<file path="config.mk">
export PLATFORM = sky130hd
export DESIGN_NAME = shared_bus_arb
export DESIGN_NICKNAME = d
export VERILOG_FILES = /design/src/rtl/arb_pkg.sv /design/src/rtl/arb_slot_timer.sv /design/src/rtl/arb_lru_list.sv /design/src/rtl/arb_pick.sv /design/src/rtl/shared_bus_arb.sv
export SDC_FILE = /design/constraint.sdc
export NUM_CORES = 1
export LEC_CHECK = 0
export ABC_AREA = 1
export CORE_ASPECT_RATIO = 1.75
export CORE_MARGIN = 2
export CORE_UTILIZATION = 25
export CTS_CLUSTER_SIZE = 30
export DETAILED_ROUTE_END_ITERATION = 8
export GPL_TIMING_DRIVEN = 0
export PLACE_DENSITY_LB_ADDON = 0.25
export SETUP_SLACK_MARGIN = 0.5
export SLEW_MARGIN = 40
export SYNTH_ARGS = -nofsm -noshare
export SYNTH_HDL_FRONTEND = slang
export SYNTH_SLANG_ARGS = --single-unit
</file>
<file path="constraint.sdc">
create_clock -name clk -period 2.6 [get_ports clk]
set_clock_uncertainty 0.15 [all_clocks]
set_input_delay 0.52 -clock clk [delete_from_list [all_inputs] [get_ports clk]]
set_output_delay 0.52 -clock clk [all_outputs]
set_load 0.01 [all_outputs]
</file>
<file path="src/rtl/arb_pkg.sv">
package arb_pkg;

    typedef enum logic [1:0] {
        MODE_FIXED  = 2'd0,
        MODE_SLICE  = 2'd1,
        MODE_LRU    = 2'd2,
        MODE_ROTATE = 2'd3
    } arb_mode_e;

    typedef enum logic [1:0] {
        ST_IDLE  = 2'd0,
        ST_OFFER = 2'd1,
        ST_OWNED = 2'd2
    } arb_state_e;

endpackage

</file>
<file path="src/rtl/arb_slot_timer.sv">
module arb_slot_timer #(
    parameter int NREQ      = 4,
    parameter int SLICE_LEN = 4
) (
    input  logic                                 clk,
    input  logic                                 rst_n,
    input  logic                                 run,
    input  logic                                 clear,
    output logic [(NREQ > 1 ? $clog2(NREQ) : 1)-1:0] slot
);
    localparam int IDXW = (NREQ > 1) ? $clog2(NREQ) : 1;
    localparam int CNTW = (SLICE_LEN > 1) ? $clog2(SLICE_LEN) : 1;
    localparam logic [CNTW-1:0] CNT_LAST  = CNTW'(SLICE_LEN - 1);
    localparam logic [IDXW-1:0] SLOT_LAST = IDXW'(NREQ - 1);

    logic [CNTW-1:0] cnt_q;
    logic [IDXW-1:0] slot_q;

    always_ff @(posedge clk or negedge rst_n) begin
        if (!rst_n) begin
            cnt_q  <= '0;
            slot_q <= '0;
        end else if (clear) begin
            cnt_q  <= '0;
            slot_q <= '0;
        end else if (run) begin
            if (cnt_q == CNT_LAST) begin
                cnt_q  <= '0;
                slot_q <= (slot_q == SLOT_LAST) ? '0 : slot_q + 1'b1;
            end else begin
                cnt_q <= cnt_q + 1'b1;
            end
        end
    end

    assign slot = slot_q;


    slot_range_chk: assert property (@(posedge clk) disable iff (!rst_n)
        (int'(slot_q) < NREQ) && (int'(cnt_q) < SLICE_LEN));


    slot_step_chk: assert property (@(posedge clk) disable iff (!rst_n)
        (run && !clear && cnt_q != CNT_LAST) |=> $stable(slot_q));

endmodule

</file>
<file path="src/rtl/arb_lru_list.sv">
module arb_lru_list #(
    parameter int NREQ = 4
) (
    input  logic                                        clk,
    input  logic                                        rst_n,
    input  logic                                        clear,
    input  logic                                        upd,
    input  logic [(NREQ > 1 ? $clog2(NREQ) : 1)-1:0]        upd_idx,
    output logic [NREQ*(NREQ > 1 ? $clog2(NREQ) : 1)-1:0]   order_flat
);
    localparam int IDXW = (NREQ > 1) ? $clog2(NREQ) : 1;

    logic [IDXW-1:0] rank_q [NREQ];
    logic [IDXW-1:0] rank_d [NREQ];
    logic [NREQ-1:0] present;

    always_comb begin
        int pos;
        pos = 0;
        for (int p = 0; p < NREQ; p++) begin
            if (rank_q[p] == upd_idx) pos = p;
        end
        for (int q = 0; q < NREQ; q++) begin
            if (q < pos)            rank_d[q] = rank_q[q];
            else if (q < NREQ - 1)  rank_d[q] = rank_q[q + 1];
            else                    rank_d[q] = upd_idx;
        end
    end

    always_ff @(posedge clk or negedge rst_n) begin
        if (!rst_n) begin
            for (int i = 0; i < NREQ; i++) rank_q[i] <= IDXW'(i);
        end else if (clear) begin
            for (int i = 0; i < NREQ; i++) rank_q[i] <= IDXW'(i);
        end else if (upd) begin
            for (int i = 0; i < NREQ; i++) rank_q[i] <= rank_d[i];
        end
    end

    generate
        for (genvar g = 0; g < NREQ; g++) begin : g_flat
            assign order_flat[g*IDXW +: IDXW] = rank_q[g];
        end
    endgenerate

    always_comb begin
        present = '0;
        for (int p = 0; p < NREQ; p++) present[rank_q[p]] = 1'b1;
    end


    lru_perm_chk: assert property (@(posedge clk) disable iff (!rst_n)
        $countones(present) == NREQ);


    lru_tail_chk: assert property (@(posedge clk) disable iff (!rst_n)
        (upd && !clear) |=> rank_q[NREQ-1] == $past(upd_idx));

endmodule

</file>
<file path="src/rtl/arb_pick.sv">
module arb_pick
    import arb_pkg::*;
#(
    parameter int NREQ = 4
) (
    input  arb_mode_e                                      mode,
    input  logic [NREQ-1:0]                                req,
    input  logic [(NREQ > 1 ? $clog2(NREQ) : 1)-1:0]        rot_ref,
    input  logic [(NREQ > 1 ? $clog2(NREQ) : 1)-1:0]        slot,
    input  logic [NREQ*(NREQ > 1 ? $clog2(NREQ) : 1)-1:0]   order_flat,
    output logic                                           win_valid,
    output logic [(NREQ > 1 ? $clog2(NREQ) : 1)-1:0]        win_idx
);
    localparam int IDXW = (NREQ > 1) ? $clog2(NREQ) : 1;

    logic [IDXW-1:0] rank [NREQ];

    generate
        for (genvar g = 0; g < NREQ; g++) begin : g_unflat
            assign rank[g] = order_flat[g*IDXW +: IDXW];
        end
    endgenerate

    always_comb begin
        int cand;
        win_valid = 1'b0;
        win_idx   = '0;
        cand      = 0;
        unique case (mode)
            MODE_FIXED: begin
                for (int i = NREQ - 1; i >= 0; i--) begin
                    if (req[i]) begin
                        win_valid = 1'b1;
                        win_idx   = IDXW'(i);
                    end
                end
            end
            MODE_SLICE: begin
                if (req[slot]) begin
                    win_valid = 1'b1;
                    win_idx   = slot;
                end
            end
            MODE_LRU: begin
                for (int p = NREQ - 1; p >= 0; p--) begin
                    if (req[rank[p]]) begin
                        win_valid = 1'b1;
                        win_idx   = rank[p];
                    end
                end
            end
            MODE_ROTATE: begin
                for (int k = NREQ; k >= 1; k--) begin
                    cand = int'(rot_ref) + k;
                    if (cand >= NREQ) cand = cand - NREQ;
                    if (req[cand]) begin
                        win_valid = 1'b1;
                        win_idx   = IDXW'(cand);
                    end
                end
            end
            default: begin
                win_valid = 1'b0;
            end
        endcase
    end

endmodule

</file>
<file path="src/rtl/shared_bus_arb.sv">
module shared_bus_arb
    import arb_pkg::*;
#(
    parameter int NREQ      = 4,
    parameter int SLICE_LEN = 4
) (
    input  logic                                    clk,
    input  logic                                    rst_n,
    input  logic [1:0]                              mode_sel,
    input  logic [NREQ-1:0]                         req,
    input  logic                                    bus_busy,
    output logic [NREQ-1:0]                         grant,
    output logic                                    grant_valid,
    output logic [(NREQ > 1 ? $clog2(NREQ) : 1)-1:0] grant_idx
);
    localparam int IDXW = (NREQ > 1) ? $clog2(NREQ) : 1;
    localparam logic [IDXW-1:0] REF_START = IDXW'(NREQ - 1);

    arb_state_e      state_q, state_d;
    arb_mode_e       mode_q;
    arb_mode_e       mode_in;
    logic [IDXW-1:0] owner_q;
    logic [IDXW-1:0] rot_ref_q;
    logic [IDXW-1:0] slot;
    logic [IDXW-1:0] win_idx;
    logic            win_valid;
    logic [NREQ*IDXW-1:0] order_flat;
    logic            mode_switch;
    logic            take;

    assign mode_in     = arb_mode_e'(mode_sel);
    assign mode_switch = (state_q == ST_IDLE) && !bus_busy && (mode_in != mode_q);
    assign take        = (state_q == ST_IDLE) && !bus_busy && !mode_switch && win_valid;

    arb_slot_timer #(.NREQ(NREQ), .SLICE_LEN(SLICE_LEN)) u_slot (
        .clk   (clk),
        .rst_n (rst_n),
        .run   (mode_q == MODE_SLICE),
        .clear (mode_switch),
        .slot  (slot)
    );

    arb_lru_list #(.NREQ(NREQ)) u_lru (
        .clk        (clk),
        .rst_n      (rst_n),
        .clear      (mode_switch),
        .upd        (take && (mode_q == MODE_LRU)),
        .upd_idx    (win_idx),
        .order_flat (order_flat)
    );

    arb_pick #(.NREQ(NREQ)) u_pick (
        .mode       (mode_q),
        .req        (req),
        .rot_ref    (rot_ref_q),
        .slot       (slot),
        .order_flat (order_flat),
        .win_valid  (win_valid),
        .win_idx    (win_idx)
    );

    // next-state decision
    always_comb begin
        state_d = state_q;
        unique case (state_q)
            ST_IDLE:  if (take) state_d = ST_OFFER;
            ST_OFFER: begin
                if (bus_busy)          state_d = ST_OWNED;
                else if (!req[owner_q]) state_d = ST_IDLE;
            end
            ST_OWNED: if (!bus_busy) state_d = ST_IDLE;
            default:  state_d = ST_IDLE;
        endcase
    end

    // state register and arbitration context
    always_ff @(posedge clk or negedge rst_n) begin
        if (!rst_n) begin
            state_q   <= ST_IDLE;
            mode_q    <= MODE_FIXED;
            owner_q   <= '0;
            rot_ref_q <= REF_START;
        end else begin
            state_q <= state_d;
            if (mode_switch) begin
                mode_q    <= mode_in;
                rot_ref_q <= REF_START;
            end
            if (take) begin
                owner_q <= win_idx;
                if (mode_q == MODE_ROTATE) rot_ref_q <= win_idx;
            end
        end
    end

    // outputs
    always_comb begin
        grant       = '0;
        grant_valid = (state_q != ST_IDLE);
        grant_idx   = grant_valid ? owner_q : '0;
        if (grant_valid) grant[owner_q] = 1'b1;
    end


    grant_onehot_chk: assert property (@(posedge clk) disable iff (!rst_n)
        $onehot0(grant));


    grant_idle_chk: assert property (@(posedge clk) disable iff (!rst_n)
        $rose(grant_valid) |-> $past(!bus_busy));


    grant_req_chk: assert property (@(posedge clk) disable iff (!rst_n)
        $rose(grant_valid) |-> (($past(req) & grant) != '0));


    grant_hold_chk: assert property (@(posedge clk) disable iff (!rst_n)
        (grant_valid && bus_busy) |=> (grant_valid && $stable(grant_idx)));


    fixed_prio_chk: assert property (@(posedge clk) disable iff (!rst_n)
        ($rose(grant_valid) && mode_q == MODE_FIXED) |-> (($past(req) & (grant - 1'b1)) == '0));


    switch_nogrant_chk: assert property (@(posedge clk) disable iff (!rst_n)
        mode_switch |=> !grant_valid);

endmodule

</file>
* Word level (Yosys, flattened, before mapping)
Index checks and enable logic that the tools add are counted.
** Word-level totals
- Register bits after elaboration :: 20
- Output and inout port bits :: 7
** Cells by class
- Add/subtract/negate cells :: 10
- $lt $le $gt $ge :: 19
- Equal/unequal tests :: 18
- Mux-type cells :: 88
- Reductions and logical operators :: 20
** Operators by type and width (count)
- $mux W32 :: 10
- $ge A32 B4 Y1 const B :: 4
- $lt A32 B4 Y1 const B :: 4
- $sub A32 B4 Y32 const B :: 4
- $lt A3 B32 Y1 const A :: 2
- $mux W2 :: 32
- $lt A1 B32 Y1 const A :: 1
- $lt A2 B32 Y1 const A :: 1
- $mux W1 :: 29
- $bmux W1 S2 :: 10
- $lt A2 B3 Y1 const B :: 6
- $mux W8 :: 2
- $ne A2 B2 Y1 const B :: 6
- $eq A2 B2 Y1 const B :: 5
- $reduce_and A2 Y1 :: 5
- $pmux W2 S4 :: 1
- $reduce_bool A2 Y1 :: 4
- $add A2 B2 Y3 const B :: 2
- $eq A2 B2 Y1 :: 3
- $logic_and A1 B1 Y1 :: 6
- $pmux W2 S3 :: 1
- $add A2 B1 Y2 const B :: 2
- $add A2 B3 Y4 const B :: 1
- $eq A2 B1 Y1 const B :: 2
- 10 further kinds :: 12

* Longest topological paths before layout
Gate-level depths: netlist of the first run.
- Depth after elaboration :: 20
- Gate-level depth with buffers :: 18
- Depth with buffers taken out :: 18

* Cells and area by module
Synthesis of the first run repeated with hierarchy kept, for this count alone.
** Unflattened totals
- Cell total of the unflattened synthesis :: 303
- Area, all modules :: 1841.8 µm²
** By module, submodules not included
- arb_pick :: times used 1, cells each 129, area an instance 583.1 µm², sequential area each 0.0 µm²
- shared_bus_arb :: times used 1, cells each 80, area an instance 554.3 µm², sequential area each 202.7 µm²
- arb_lru_list :: times used 1, cells each 70, area an instance 496.7 µm², sequential area each 205.2 µm²
- arb_slot_timer :: times used 1, cells each 24, area an instance 207.7 µm², sequential area each 100.1 µm²

* Worst setup path after synthesis of the first run
No wires, ideal clock.
- Path kind :: register -> register
- From :: register rot_ref_q[0]
- To :: register u_lru.rank_q, in the netlist u_lru.order_flat[0]
- Setup time :: 0.117 ns
- Arrival time :: 1.745 ns
- Required time :: 2.333 ns
- Path slack :: 0.588 ns
- Stages on the path, launching flop included :: 19
- Path buffers :: 1
- Cells stage by stage :: dfstp_2 -> buf_6 -> nand2_1 -> nand3_1 -> nand2_1 -> inv_1 -> nand2_1 -> nand2_1 -> nand2_1 -> nand3_2 -> nand3_2 -> nand2_2 -> nand2_2 -> nand3_4 -> nand3_2 -> nand2_2 -> nand2_2 -> nand2_1 -> nand2_1
** On the way
- Longest elaborated chain between the ends :: 19
** Ends and longest elaborated chain
- start: declaration :: RTL line shared_bus_arb.sv:23 : logic [IDXW-1:0] rot_ref_q;
- start signal: assignment :: RTL line shared_bus_arb.sv:91 : if (mode_q == MODE_ROTATE) rot_ref_q <= win_idx;
- $add A2 B3 Y4 :: RTL line arb_pick.sv:54 : cand = int'(rot_ref) + k;
- $sub A32 B4 Y32 or $ge A32 B4 Y1 (tied branches) :: RTL line arb_pick.sv:55 : if (cand >= NREQ) cand = cand - NREQ;
- $mux W32 :: RTL line arb_pick.sv:55
- $mux W32 :: RTL line arb_pick.sv:29 : unique case (mode)
- $bmux W1 S2 :: RTL line arb_pick.sv:56 : if (req[cand]) begin
- $mux W1 (implied by the code) (2 in series) :: RTL line arb_pick.sv:56
- $mux W2 (4 in series) :: RTL line arb_pick.sv:56
- $pmux W2 S4 :: RTL line arb_pick.sv:29
- $eq A2 B2 Y1 :: RTL line arb_lru_list.sv:21 : if (rank_q[p] == upd_idx) pos = p;
- $mux W1 :: RTL line arb_lru_list.sv:21
- $mux W32 (2 in series) :: RTL line arb_lru_list.sv:21
- $lt A1 B32 Y1 :: RTL line arb_lru_list.sv:24 : if (q < pos) rank_d[q] = rank_q[q];
- $ne A2 B2 Y1 (no line)
- $reduce_and A2 Y1 (no line) (*)
- end: declaration :: RTL line arb_lru_list.sv:13 : logic [IDXW-1:0] rank_q [NREQ];
Mark *: on every way between the ends. The rest lies on a longest branch, timed or not. The select of a mux whose other input is x is not followed.
A chain may end at the register's enable or synchronous reset.

* Worst setup path in the final report of the first run
- From :: input req[2]
- To :: register u_lru.rank_q, in the netlist u_lru.order_flat[1]
** On the way
- Longest elaborated chain between the ends :: 15
** Ends and longest elaborated chain
- start: declaration :: RTL line shared_bus_arb.sv:10 : input logic [NREQ-1:0] req,
- $bmux W1 S2 :: RTL line arb_pick.sv:56
- $mux W1 (implied by the code) (2 in series) :: RTL line arb_pick.sv:56
- $mux W2 (4 in series) :: RTL line arb_pick.sv:56
- $pmux W2 S4 :: RTL line arb_pick.sv:29
- $eq A2 B2 Y1 :: RTL line arb_lru_list.sv:21
- $mux W1 :: RTL line arb_lru_list.sv:21
- $mux W32 (2 in series) :: RTL line arb_lru_list.sv:21
- $lt A1 B32 Y1 :: RTL line arb_lru_list.sv:24
- $ne A2 B2 Y1 (no line)
- $reduce_and A2 Y1 (no line) (*)
Marks and branches as above.

==> metrics.csv, run 1 <==
stage,metric,value,unit
clock_network,"Reg clk slew, reported paths",0.06,ns
yosys,Synth area leaders,"dfrtp_1 (20%), nand2_1 (18%), dfstp_2 (9.1%), nand2_2 (6.9%), nand3_1 (5.2%)",
routing,DR WL/cell,12.8,um
floorplanning,die height,114,um
global_route,antenna violations before repair,0,
placed_design,GP Congestion,0.868,
global_route,vias in the first global route,1864,
yosys,Yosys top cell area share,0.203,
power,Sw Ratio,0.480,
timing,Peak Freq,0.453,GHz
layout,n_diodes,0,
floorplanning,Starting Density,0.255,
clock_network,CTS H-tree lvls,1,
power,leak pwr,0.00121,uW
yosys,syn_nets,278,
yosys,Synth area leader,dfrtp_1,
timing,post-layout minimum cycle time,2.21,ns
setup_path,Worst Path Buf+Inv,2,
clock_network,Clock Root Buffer,clkbuf_16,
yosys,warnings from Yosys,0,
clock_network,Worst-Skew Late Latency,0.26,ns
power,Flop pwr share,0.209,
worst_hold_path,Hold Path Class,in -> async,
clock_network,cts bufs inserted,3,
setup_path,WP data required,2.61,ns
yosys,ys async rst share,1.00,
clock_network,CTS tree,done,
placed_design,IO buf count,15,
power,total power,2880,uW
outcome,status,completed,
clock_network,clock sinks,20,
yosys,synthesized area,1730,sq um
layout,cell area after layout,2390,sq um
power,clock share of power,0.154,
clock_network,CTS Hold Buffers Added,0,
floorplanning,row cnt,40,
timing,max-slew violations,0,
setup_path,crit path DAT,2.22,ns
routing,Detailed Route WL,5060,um
setup_path,critical path peak fanout,7,
global_route,first-pass GRT wire length,8320,um
setup_path,"Critical Path, Cell by Cell",clkdlybuf4s15_2 > inv_4 > nand2_1 > nand3_2 > nand2_1 > nand2_1 > nand2_1 > nand2_1 > nand2_1 > nand2_1 > nand3_4 > nand2_4 > nand2_4 > nand3_4 > nand3_2 > nand2_2 > nand2_2 > nand2_1 > nand2_1,
yosys,"Seq/Total Area, Yosys",0.294,
timing,final hold viol count,0,
yosys,Post-synth EDFFs,0,
yosys,Synth top cells by count,"nand2_1 (84), nor2_1 (22), nand2_2 (19)",
yosys,mean area per synthesized cell,6.46,sq um
floorplanning,I/O pins,16,
routing,Pre-antenna DRT Iters,4,
floorplanning,Die Area,7610,sq um
floorplanning,Core Area,6760,sq um
layout,share of cells above drive strength 1,0.348,
power,Cell Int Power,1490,uW
power,maximum vdd drop,0.376,mV
timing,Hold Worst Slack,0.0584,ns
setup_path,startpoint types,input pin,
timing,final setup vio count,0,
timing,Slew headroom,0.671,
floorplanning,Chip Width,66.8,um
setup_path,Setup crit end kind,register,
routing,vias,1880,
routing,drt drc,0,
yosys,Seq cells post-synth,20,
routing,Post-DRT Antenna Nets,0,
setup_path,slowest CP cell,clkdlybuf4s15_2,
layout,Area Growth Syn to Fin,38.5,%
global_route,largest net degree at the start of global routing,21,
placed_design,placed cell area,1980,sq um
power,part of the power in combinational logic,0.637,
job,max-cap check violation count,0,
layout,Layout Nets,322,
timing,RSZ-0062 raised after global routing,yes,
placed_design,Detailed Place HPWL,3740,um
layout,number of fillers in the final layout,730,
timing,Worst-Margin Slew,0.490,ns
power,NetSw,1380,uW
yosys,top-count cell post-synth,nand2_1,
yosys,main flop type after synthesis,dfrtp_1,
setup_path,"most used cell, CP",nand2_1,
setup_path,"delay-heaviest family, CP",simple AND/OR/NAND/NOR gates,
global_route,Total GRT Usage,0.144,
routing,Initial DRC Count,67,
global_route,gr ovfl total,0,
timing,final worst path period share,0.850,
power,power density over the cells,1200,nW/um^2
setup_path,Worst Setup Path Type,in -> reg,
routing,drt via density,4.77,
setup_path,max incr delay on CP,0.26,ns
clock_network,maximum clock path buffer count,2,
yosys,Cells after Synth,267,
yosys,Netlist cell types,32,
## path summary, 6_finish.rpt
| check | from | endpoint | slack, ns | depth (start not counted) |
|---|---|---|---|---|
| min reg2reg | state_q[0]$_DFFE_PN0P_ | state_q[1]$_DFFE_PN0P_ | 0.37 | 1 |
| max reg2reg | rot_ref_q[0]$_DFF_PN1_ | u_lru.order_flat[1]$_DFFE_PN0P_ | 0.40 | 17 |
| max | req[2] | u_lru.order_flat[1]$_DFFE_PN0P_ | 0.39 | 19 |
| max in group asynchronous | rst_n | u_lru.order_flat[2]$_DFFE_PN1P_ | 1.89 | 1 |
| min in group clk | state_q[0]$_DFFE_PN0P_ | state_q[1]$_DFFE_PN0P_ | 0.37 | 1 |
| min | rst_n | u_slot.slot[1]$_DFFE_PN0P_ | 0.06 | 1 |
## repair_timing
item / 4_1_cts / 5_1_grt
endpoints found under the setup margin: 22 / 15
setup buffers: 17 / 5
gates resized for setup: 39 / 17
pin swaps: 13 / 15
cloned: 2 / 0
## power by group through the flow
stage	Clock (uW)	Combinational (uW)	Sequential (uW)
floorplan	0	1130	569
global placement	0	1450	609
detailed placement	0	1460	610
CTS	457	1750	606
global route	467	2030	623
finish	444	1830	601
## routing by layer
metal	track usage	vias to the layer above	part of all wire
met3	0.0118	14	0.012
met5	0	-	0
met4	0.0884	0	0.038
li1	-	961	-
met2	0.282	23	0.58
met1	0.136	882	0.37
## metrics by stage
step | setup TNS, ns | utilization | std cells | worst slack (ns)
after floorplan | 0 | - | 267 | 0.588
after global placement | -2.45 | 0.293 | 366 | -0.363
after detailed placement | -2.59 | 0.292 | 366 | -0.393
after CTS | 0 | 0.340 | 389 | 0.376
after global routing | 0 | 0.354 | 394 | 0.219
final | 0 | 0.354 | 394 | 0.391
## cell type report
class	count	area, sq um	share of cell area
Buffer	2	22.5	0.00942
Clock buffer	3	75.1	0.0314
Clock inverter	1	30.0	0.0126
Inverter	33	129	0.0539
Multi-Input combinational cell	212	1200	0.503
Sequential cell	20	508	0.213
Tap cell	84	105	0.0440
Timing Repair Buffer	38	312	0.130
Timing Repair inverter	1	7.51	0.00314
## flip-flops by register name (all words and copies together) (netlist names)
register and cells:
u_lru.order_flat 8, mode_q 2, owner_q 2, rot_ref_q 2
state_q 2, u_slot.cnt_q 2, u_slot.slot 2
## cell usage in the layout (no fill, tap or decap), drive strengths merged
cell,Yosys,routed
o21a,1,1
clkdlybuf4s15,0,3
clkbuf,0,3
clkinvlp,0,1
dfstp,6,6
xor2,1,1
clkinv,1,1
inv,32,32
o41ai,1,1
a31oi,2,2
bufinv,0,1
or2,1,1
buf,2,27
o31ai,2,2
dfrtp,14,14
o21ai,24,24
o211ai,2,2
nand3,27,27
ha,2,2
o2111ai,1,1
clkdlybuf4s50,0,3
nand2,104,104
nor2,26,26
dlymetal6s2s,0,1
nor3,4,4
a21oi,13,13
dlygate4sd2,0,6
o32a,1,1
## cell families after synthesis
logic type / share of synthesized area
DFF: 0.294
buffers and inverters: 0.0827
xor gates and xnor gates: 0.00508
and+or+nand+nor: 0.445
adders and majority gates: 0.0145
AOI/OAI and AO/OA: 0.159
Power figures use the tool's default switching activity.
==> run 2: changes to the inputs <==
- clock period: 2.6 -> 2.3 ns (I/O delays scaled with it)
==> run 2 against run 1 <==
  * Setup slack worse by 0.27 ns
  * Clock power rose by 13%
  * Register-to-register slack lost 0.28 ns
  * Critical endpoint is now u_lru.order_flat[0]$_DFFE_PN0P_
==> metrics.csv, run 2 (synthesis gave the netlist of run 1 again) <==
stage,metric,value,unit,change
clock_network,maximum clock path buffer count,2,,unchanged
clock_network,cts bufs inserted,3,,unchanged
power,total power,3630,uW,was 2880 uW
placed_design,GP Congestion,0.865,,was 0.868
layout,n_diodes,0,,unchanged
layout,Area Growth Syn to Fin,45.5,%,was 38.5%
timing,Worst Slack Setup Final,0.116,ns,was 0.391 ns
timing,Slew headroom,0.675,,was 0.671
floorplanning,Die Area,7610,sq um,unchanged
timing,final worst path period share,0.950,,
timing,max-slew violations,0,,unchanged
power,NetSw,1720,uW,was 1380 uW
setup_path,Worst Setup Path Type,reg -> reg,,was in -> reg
setup_path,crit path DAT,2.19,ns,was 2.22 ns
routing,Detailed Route WL,5500,um,was 5060 um
routing,Initial DRC Count,102,,was 67
setup_path,startpoint types,register,,was input pin
floorplanning,die height,114,um,unchanged
setup_path,Setup crit end kind,register,,unchanged
placed_design,pre-CTS setup slack,-0.566,ns,was -0.393 ns
timing,Peak Freq,0.458,GHz,
worst_hold_path,Hold Path Class,in -> async,,unchanged
global_route,largest net degree at the start of global routing,21,,unchanged
floorplanning,Starting Density,0.255,,unchanged
routing,Post-DRT Antenna Nets,0,,unchanged
power,Flop pwr share,0.192,,was 0.209
layout,Largest register FFs,8,,unchanged
power,part of the power in combinational logic,0.670,,was 0.637
power,Sw Ratio,0.474,,was 0.480
timing,final setup vio count,0,,unchanged
setup_path,RR Endpoint,u_lru.order_flat[0]$_DFFE_PN0P_,,was u_lru.order_flat[1]$_DFFE_PN0P_
global_route,gr ovfl total,0,,unchanged
routing,vias,1932,,was 1880
outcome,status,completed,,unchanged
layout,"most common cell after layout, fill and taps aside",nand2_1,,unchanged
placed_design,Detailed Place HPWL,3720,um,was 3740 um
setup_path,Critical Path End,u_lru.order_flat[0]$_DFFE_PN0P_,,was u_lru.order_flat[1]$_DFFE_PN0P_
global_route,vias in the first global route,1975,,was 1864
layout,share of cells above drive strength 1,0.445,,was 0.348
timing,final hold viol count,0,,unchanged
power,maximum vdd drop,0.370,mV,was 0.376 mV
clock_network,"Reg clk slew, reported paths",0.06,ns,about the same
floorplanning,Core Area,6760,sq um,unchanged
layout,Layout Nets,333,,was 322
power,power density over the cells,1440,nW/um^2,was 1200 nW/um^2
routing,DR WL/cell,13.6,um,was 12.8 um
setup_path,critical path peak fanout,8,,was 7
power,leak pwr,0.00124,uW,was 0.00121 uW
global_route,antenna violations before repair,0,,unchanged
power,clock share of power,0.138,,was 0.154
placed_design,placed instance count,366,,unchanged
timing,RSZ-0062 raised after global routing,yes,,unchanged
setup_path,WP data required,2.31,ns,was 2.61 ns
floorplanning,Chip Width,66.8,um,unchanged
routing,Pre-antenna DRT Iters,4,,unchanged
setup_path,RR Startpoint,rot_ref_q[0]$_DFF_PN1_,,unchanged
floorplanning,I/O pins,16,,unchanged
clock_network,CTS H-tree lvls,1,,unchanged
timing,Worst-Margin Slew,0.487,ns,was 0.490 ns
routing,drt drc,0,,unchanged
setup_path,Crit. Startpoint,rot_ref_q[0]$_DFF_PN1_,,was req[2]
setup_path,Reg2Reg Depth,18,,was 17
clock_network,CTS Hold Buffers Added,0,,unchanged
clock_network,Clock Root Buffer,clkbuf_16,,unchanged
timing,post-layout minimum cycle time,2.18,ns,
routing,drt via density,4.77,,about the same
setup_path,Worst R2R Setup Slack,0.12,ns,was 0.40 ns
clock_network,clock sinks,20,,unchanged
floorplanning,row cnt,40,,unchanged
global_route,first-pass GRT wire length,8790,um,was 8320 um
power,Cell Int Power,1910,uW,was 1490 uW
placed_design,IO buf count,15,,unchanged
global_route,Total GRT Usage,0.153,,was 0.144
layout,"commonest cells after routing, fill and taps aside","nand2_1 (74), buf_4 (28), nand2_2 (23), nor2_1 (18), inv_2 (16)",,"was nand2_1 (78), buf_4 (23), nor2_1 (19), inv_1 (18), nand2_2 (17)"
clock_network,Worst-Skew Late Latency,0.26,ns,about the same
clock_network,CTS tree,done,,unchanged
layout,Post-Layout Cell Count,405,,was 394
job,max-cap check violation count,0,,unchanged
## run 2: final cells by class
| class | count | area, sq um |
|---|---|---|
| plain buffers | 2 | 22.5 |
| clock buffers | 3 | 75.1 |
| clock inverters | 1 | 30.0 |
| fillers | 733 | 4250 |
| inverters | 33 | 134 |
| multi-input cells | 212 | 1250 |
| flip-flops and latches | 20 | 509 |
| well taps | 84 | 105 |
| repair buffers | 49 | 382 |
| repair inverters | 1 | 7.51 |
## run 2: timing repair
item	in CTS	in global routing
setup endpoints to repair	23	23
gates resized for setup	60	47
cloned	1	0
pin swaps	15	15
setup buffers	29	5
## run 2: how the worst min path moves through the flow
stage | startpoint | end | slack [ns] | cells after the start
after floorplan | rst_n | mode_q[0]$_DFFE_PN0P_ | 0.01 | 0
after global placement | u_lru.order_flat[5]$_DFFE_PN1P_ | u_lru.order_flat[5]$_DFFE_PN1P_ | 0.35 | 2
after detailed placement | rst_n | u_slot.cnt_q[0]$_DFFE_PN0P_ | 0.30 | 1
after CTS | rst_n | u_slot.cnt_q[0]$_DFFE_PN0P_ | 0.02 | 1
after global routing | rst_n | u_slot.cnt_q[0]$_DFFE_PN0P_ | 0.03 | 1
final | rst_n | u_slot.cnt_q[0]$_DFFE_PN0P_ | 0.002 | 1
## run 2: routing by layer
layer	share of wire	track usage	vias to the layer above	wire length, um
li1	-	-	983	-
met1	0.35	0.139	892	1930
met2	0.58	0.301	39	3170
met3	0.023	0.0168	18	128
met4	0.049	0.0993	0	272
met5	0	0	-	0
## run 2: power by group through the flow
stage	clock [uW]	combinational (uW)	sequential, uW
6_report	501	2430	696
3_5_place_dp	0	1660	697
4_1_cts	518	2140	684
5_1_grt	535	2680	724
3_3_place_gp	0	1660	693
2_1_floorplan	0	1290	647
## run 2: critical path: stages, from the launching register on
cell     delay (ns)
dfstp_2        0.56
buf_6          0.14
nand2_2        0.05
nand2_2        0.07
nand2_1        0.07
nand2_1        0.08
nand2_2        0.06
nand2_1        0.05
nand2_1        0.07
nand3_2        0.08
nand3_4        0.10
nand2_4        0.13
nand2_2        0.06
nand3_2        0.08
nand3_2        0.08
nand2_2        0.10
nand2_2        0.06
nand2_1        0.05
nand2_1        0.05
## run 2: stage by stage
step / setup TNS (ns) / utilization / area (sq um) / hold WS (ns)
after floorplan: 0 / - / 1740 / 0.0144
after global placement: -5.38 / 0.295 / 2000 / 0.351
after detailed placement: -5.02 / 0.295 / 1990 / 0.304
after CTS: 0 / 0.355 / 2400 / 0.0180
after global routing: -0.287 / 0.372 / 2510 / 0.0287
final: 0 / 0.372 / 2510 / 0.00247
==> run 3: changes to the inputs <==
- SETUP_SLACK_MARGIN: 0.5 -> 0.02
- TNS_END_PERCENT: unset -> 100
==> run 3 against run 2 <==
  * Sequential power decreased by 1%
  * Critical endpoint is now u_lru.order_flat[1]$_DFFE_PN0P_
  * Final cell count decreased by 6.2%
  * Hold slack improved by 0.00057 ns
  * First-iteration DRC count decreased by 11%
  * Highest routed layer unchanged
  * Count of clock-buffer cells in the layout unchanged
  * Critical path depth decreased by 2
  * Wire length decreased by 9.9%
==> metrics.csv, run 3 (synthesis gave the netlist of run 1 again) <==
stage,metric,value,unit,change
outcome,status,completed,,unchanged
clock_network,cts bufs inserted,3,,unchanged
floorplanning,row cnt,40,,unchanged
routing,drt drc,0,,unchanged
global_route,vias in the first global route,1775,,was 1975
layout,Area Growth Syn to Fin,30.5,%,was 45.5%
floorplanning,die height,114,um,unchanged
placed_design,Detailed Place HPWL,3740,um,was 3720 um
power,Cell Int Power,1570,uW,was 1910 uW
placed_design,placed instance count,366,,unchanged
setup_path,"Critical Path, Cell by Cell",dlygate4sd2_1 > inv_2 > buf_4 > nand2_1 > o2111ai_1 > nand3_1 > o21ai_1 > nand3_4 > nand2_4 > nand2_2 > nand3_4 > nand3_2 > nand2_2 > nand2_2 > nand2_1 > nand2_1,,was buf_6 > nand2_2 > nand2_2 > nand2_1 > nand2_1 > nand2_2 > nand2_1 > nand2_1 > nand3_2 > nand3_4 > nand2_4 > nand2_2 > nand3_2 > nand3_2 > nand2_2 > nand2_2 > nand2_1 > nand2_1
power,total power,3070,uW,was 3630 uW
layout,Layout Nets,308,,was 333
power,power density over the cells,1360,nW/um^2,was 1440 nW/um^2
placed_design,IO buf count,15,,unchanged
setup_path,slowest CP cell,dlygate4sd2_1,,was dfstp_2
timing,Peak Freq,0.448,GHz,was 0.458 GHz
global_route,Total GRT Usage,0.139,,was 0.153
timing,final hold viol count,0,,unchanged
timing,TNS Setup,0,ns,unchanged
job,max-cap check violation count,0,,unchanged
setup_path,WP data required,2.31,ns,about the same
clock_network,Clock Root Buffer,clkbuf_16,,unchanged
clock_network,clock sinks,20,,unchanged
timing,final worst path period share,0.972,,was 0.950
routing,DR WL/cell,13.0,um,was 13.6 um
setup_path,Worst Setup Path Type,in -> reg,,was reg -> reg
timing,max-slew violations,0,,unchanged
setup_path,Setup crit end kind,register,,unchanged
timing,Slew headroom,0.677,,was 0.675
power,leak pwr,0.00110,uW,was 0.00124 uW
global_route,first-pass GRT wire length,8030,um,was 8790 um
layout,Largest register FFs,8,,unchanged
clock_network,CTS tree,done,,unchanged
setup_path,crit path DAT,2.24,ns,was 2.19 ns
floorplanning,Chip Width,66.8,um,unchanged
clock_network,CTS H-tree lvls,1,,unchanged
layout,n_diodes,0,,unchanged
routing,vias,1819,,was 1932
routing,Post-DRT Antenna Nets,0,,unchanged
setup_path,critical path peak fanout,6,,was 8
routing,Detailed Route WL,4960,um,was 5500 um
timing,Worst Slack Setup Final,0.0654,ns,was 0.116 ns
layout,number of fillers in the final layout,748,,was 733
power,Flop pwr share,0.223,,was 0.192
power,maximum vdd drop,0.406,mV,was 0.370 mV
global_route,gr ovfl total,0,,unchanged
routing,Initial DRC Count,91,,was 102
clock_network,Worst-Skew Late Latency,0.26,ns,about the same
floorplanning,Starting Density,0.255,,unchanged
global_route,largest net degree at the start of global routing,21,,unchanged
timing,Worst-Margin Slew,0.485,ns,was 0.487 ns
power,clock share of power,0.163,,was 0.138
global_route,antenna violations before repair,0,,unchanged
setup_path,Worst R2R Setup Slack,0.07,ns,was 0.12 ns
timing,Hold Worst Slack,0.00304,ns,was 0.00247 ns
clock_network,maximum clock path buffer count,2,,unchanged
timing,post-layout minimum cycle time,2.23,ns,was 2.18 ns
routing,Pre-antenna DRT Iters,4,,unchanged
floorplanning,I/O pins,16,,unchanged
placed_design,pre-CTS setup slack,-0.633,ns,was -0.566 ns
floorplanning,Die Area,7610,sq um,unchanged
timing,RSZ-0062 raised after global routing,yes,,unchanged
layout,"most common cell after layout, fill and taps aside",nand2_1,,unchanged
layout,share of cells above drive strength 1,0.311,,was 0.445
placed_design,GP Congestion,0.868,,was 0.865
power,Sw Ratio,0.488,,was 0.474
clock_network,"Reg clk slew, reported paths",0.06,ns,about the same
power,NetSw,1500,uW,was 1720 uW
setup_path,startpoint types,input pin,,was register
floorplanning,Core Area,6760,sq um,unchanged
worst_hold_path,Hold Path Class,in -> async,,unchanged
layout,Post-Layout Cell Count,380,,was 405
routing,drt via density,4.79,,was 4.77
setup_path,max incr delay on CP,0.29,ns,was 0.56 ns
timing,final setup vio count,0,,unchanged
power,part of the power in combinational logic,0.614,,was 0.670
clock_network,CTS Hold Buffers Added,0,,unchanged
layout,"commonest cells after routing, fill and taps aside","nand2_1 (74), nand2_2 (22), nor2_1 (20), inv_1 (18), nand3_1 (16)",,"was nand2_1 (74), buf_4 (28), nand2_2 (23), nor2_1 (18), inv_2 (16)"
## run 3: changes by cell type in the layout (fill, tap and decap cells not counted), sizes merged
cell           delta
buf              -31
dlygate4sd2       -1
clkdlybuf4s50     +9
clkbuf            -2
## run 3: stage by stage
stage                     utilization  area (sq um)
final                           0.333          2250
after floorplan                     -          1730
after global placement          0.293          1980
after detailed placement        0.292          1980
after CTS                       0.314          2120
after global routing            0.333          2250
## run 3: cell type report
cell class / count / area (sq um) / area share
multi-input cells: 212 / 1170 / 0.521
flip-flops and latches: 20 / 508 / 0.226
clock buffers: 3 / 75.1 / 0.0333
plain buffers: 2 / 16.3 / 0.00722
clock inverters: 1 / 30.0 / 0.0133
well taps: 84 / 105 / 0.0467
repair inverters: 1 / 7.51 / 0.00333
repair buffers: 24 / 209 / 0.0928
inverters: 33 / 129 / 0.0572
## run 3: worst max-delay path: cells and delay by family
kind / cells / cell delay, ns
AO/OA/AOI/OAI: 2 / 0.27
buffers and inverters: 3 / 0.57
AND/OR/NAND/NOR: 11 / 0.93
## run 3: final timing paths
check	startpoint	end	cells past startpoint
worst max-delay path	req[1]	u_lru.order_flat[1]$_DFFE_PN0P_	16
worst min-delay path	rst_n	u_slot.slot[1]$_DFFE_PN0P_	1
worst max register to register	rot_ref_q[0]$_DFF_PN1_	u_lru.order_flat[1]$_DFFE_PN0P_	17
worst min register to register	state_q[0]$_DFFE_PN0P_	state_q[1]$_DFFE_PN0P_	1
max in group asynchronous	rst_n	u_lru.order_flat[2]$_DFFE_PN1P_	1
min in group clk	state_q[0]$_DFFE_PN0P_	state_q[1]$_DFFE_PN0P_	1
## run 3: routing by layer
layer	up-vias	GRT usage	share of wire
li1	931	-	-
met1	845	0.133	0.37
met2	30	0.273	0.58
met3	13	0.0118	0.015
met4	0	0.0844	0.036
met5	-	0	0
## run 3: what timing repair did
action                     CTS  global route
setup endpoints to repair   10             8
setup buffers                3             5
gates resized for setup     11            28
pin swaps                    0            10
cloned                       1             1
## run 3: power groups by stage
stage / Sequential, uW / Combinational [uW] / Clock, uW
final: 687 / 1890 / 500
after global routing: 712 / 2100 / 528
after CTS: 684 / 1690 / 517
after detailed placement: 689 / 1660 / 0
after global placement: 688 / 1640 / 0
after floorplan: 643 / 1270 / 0
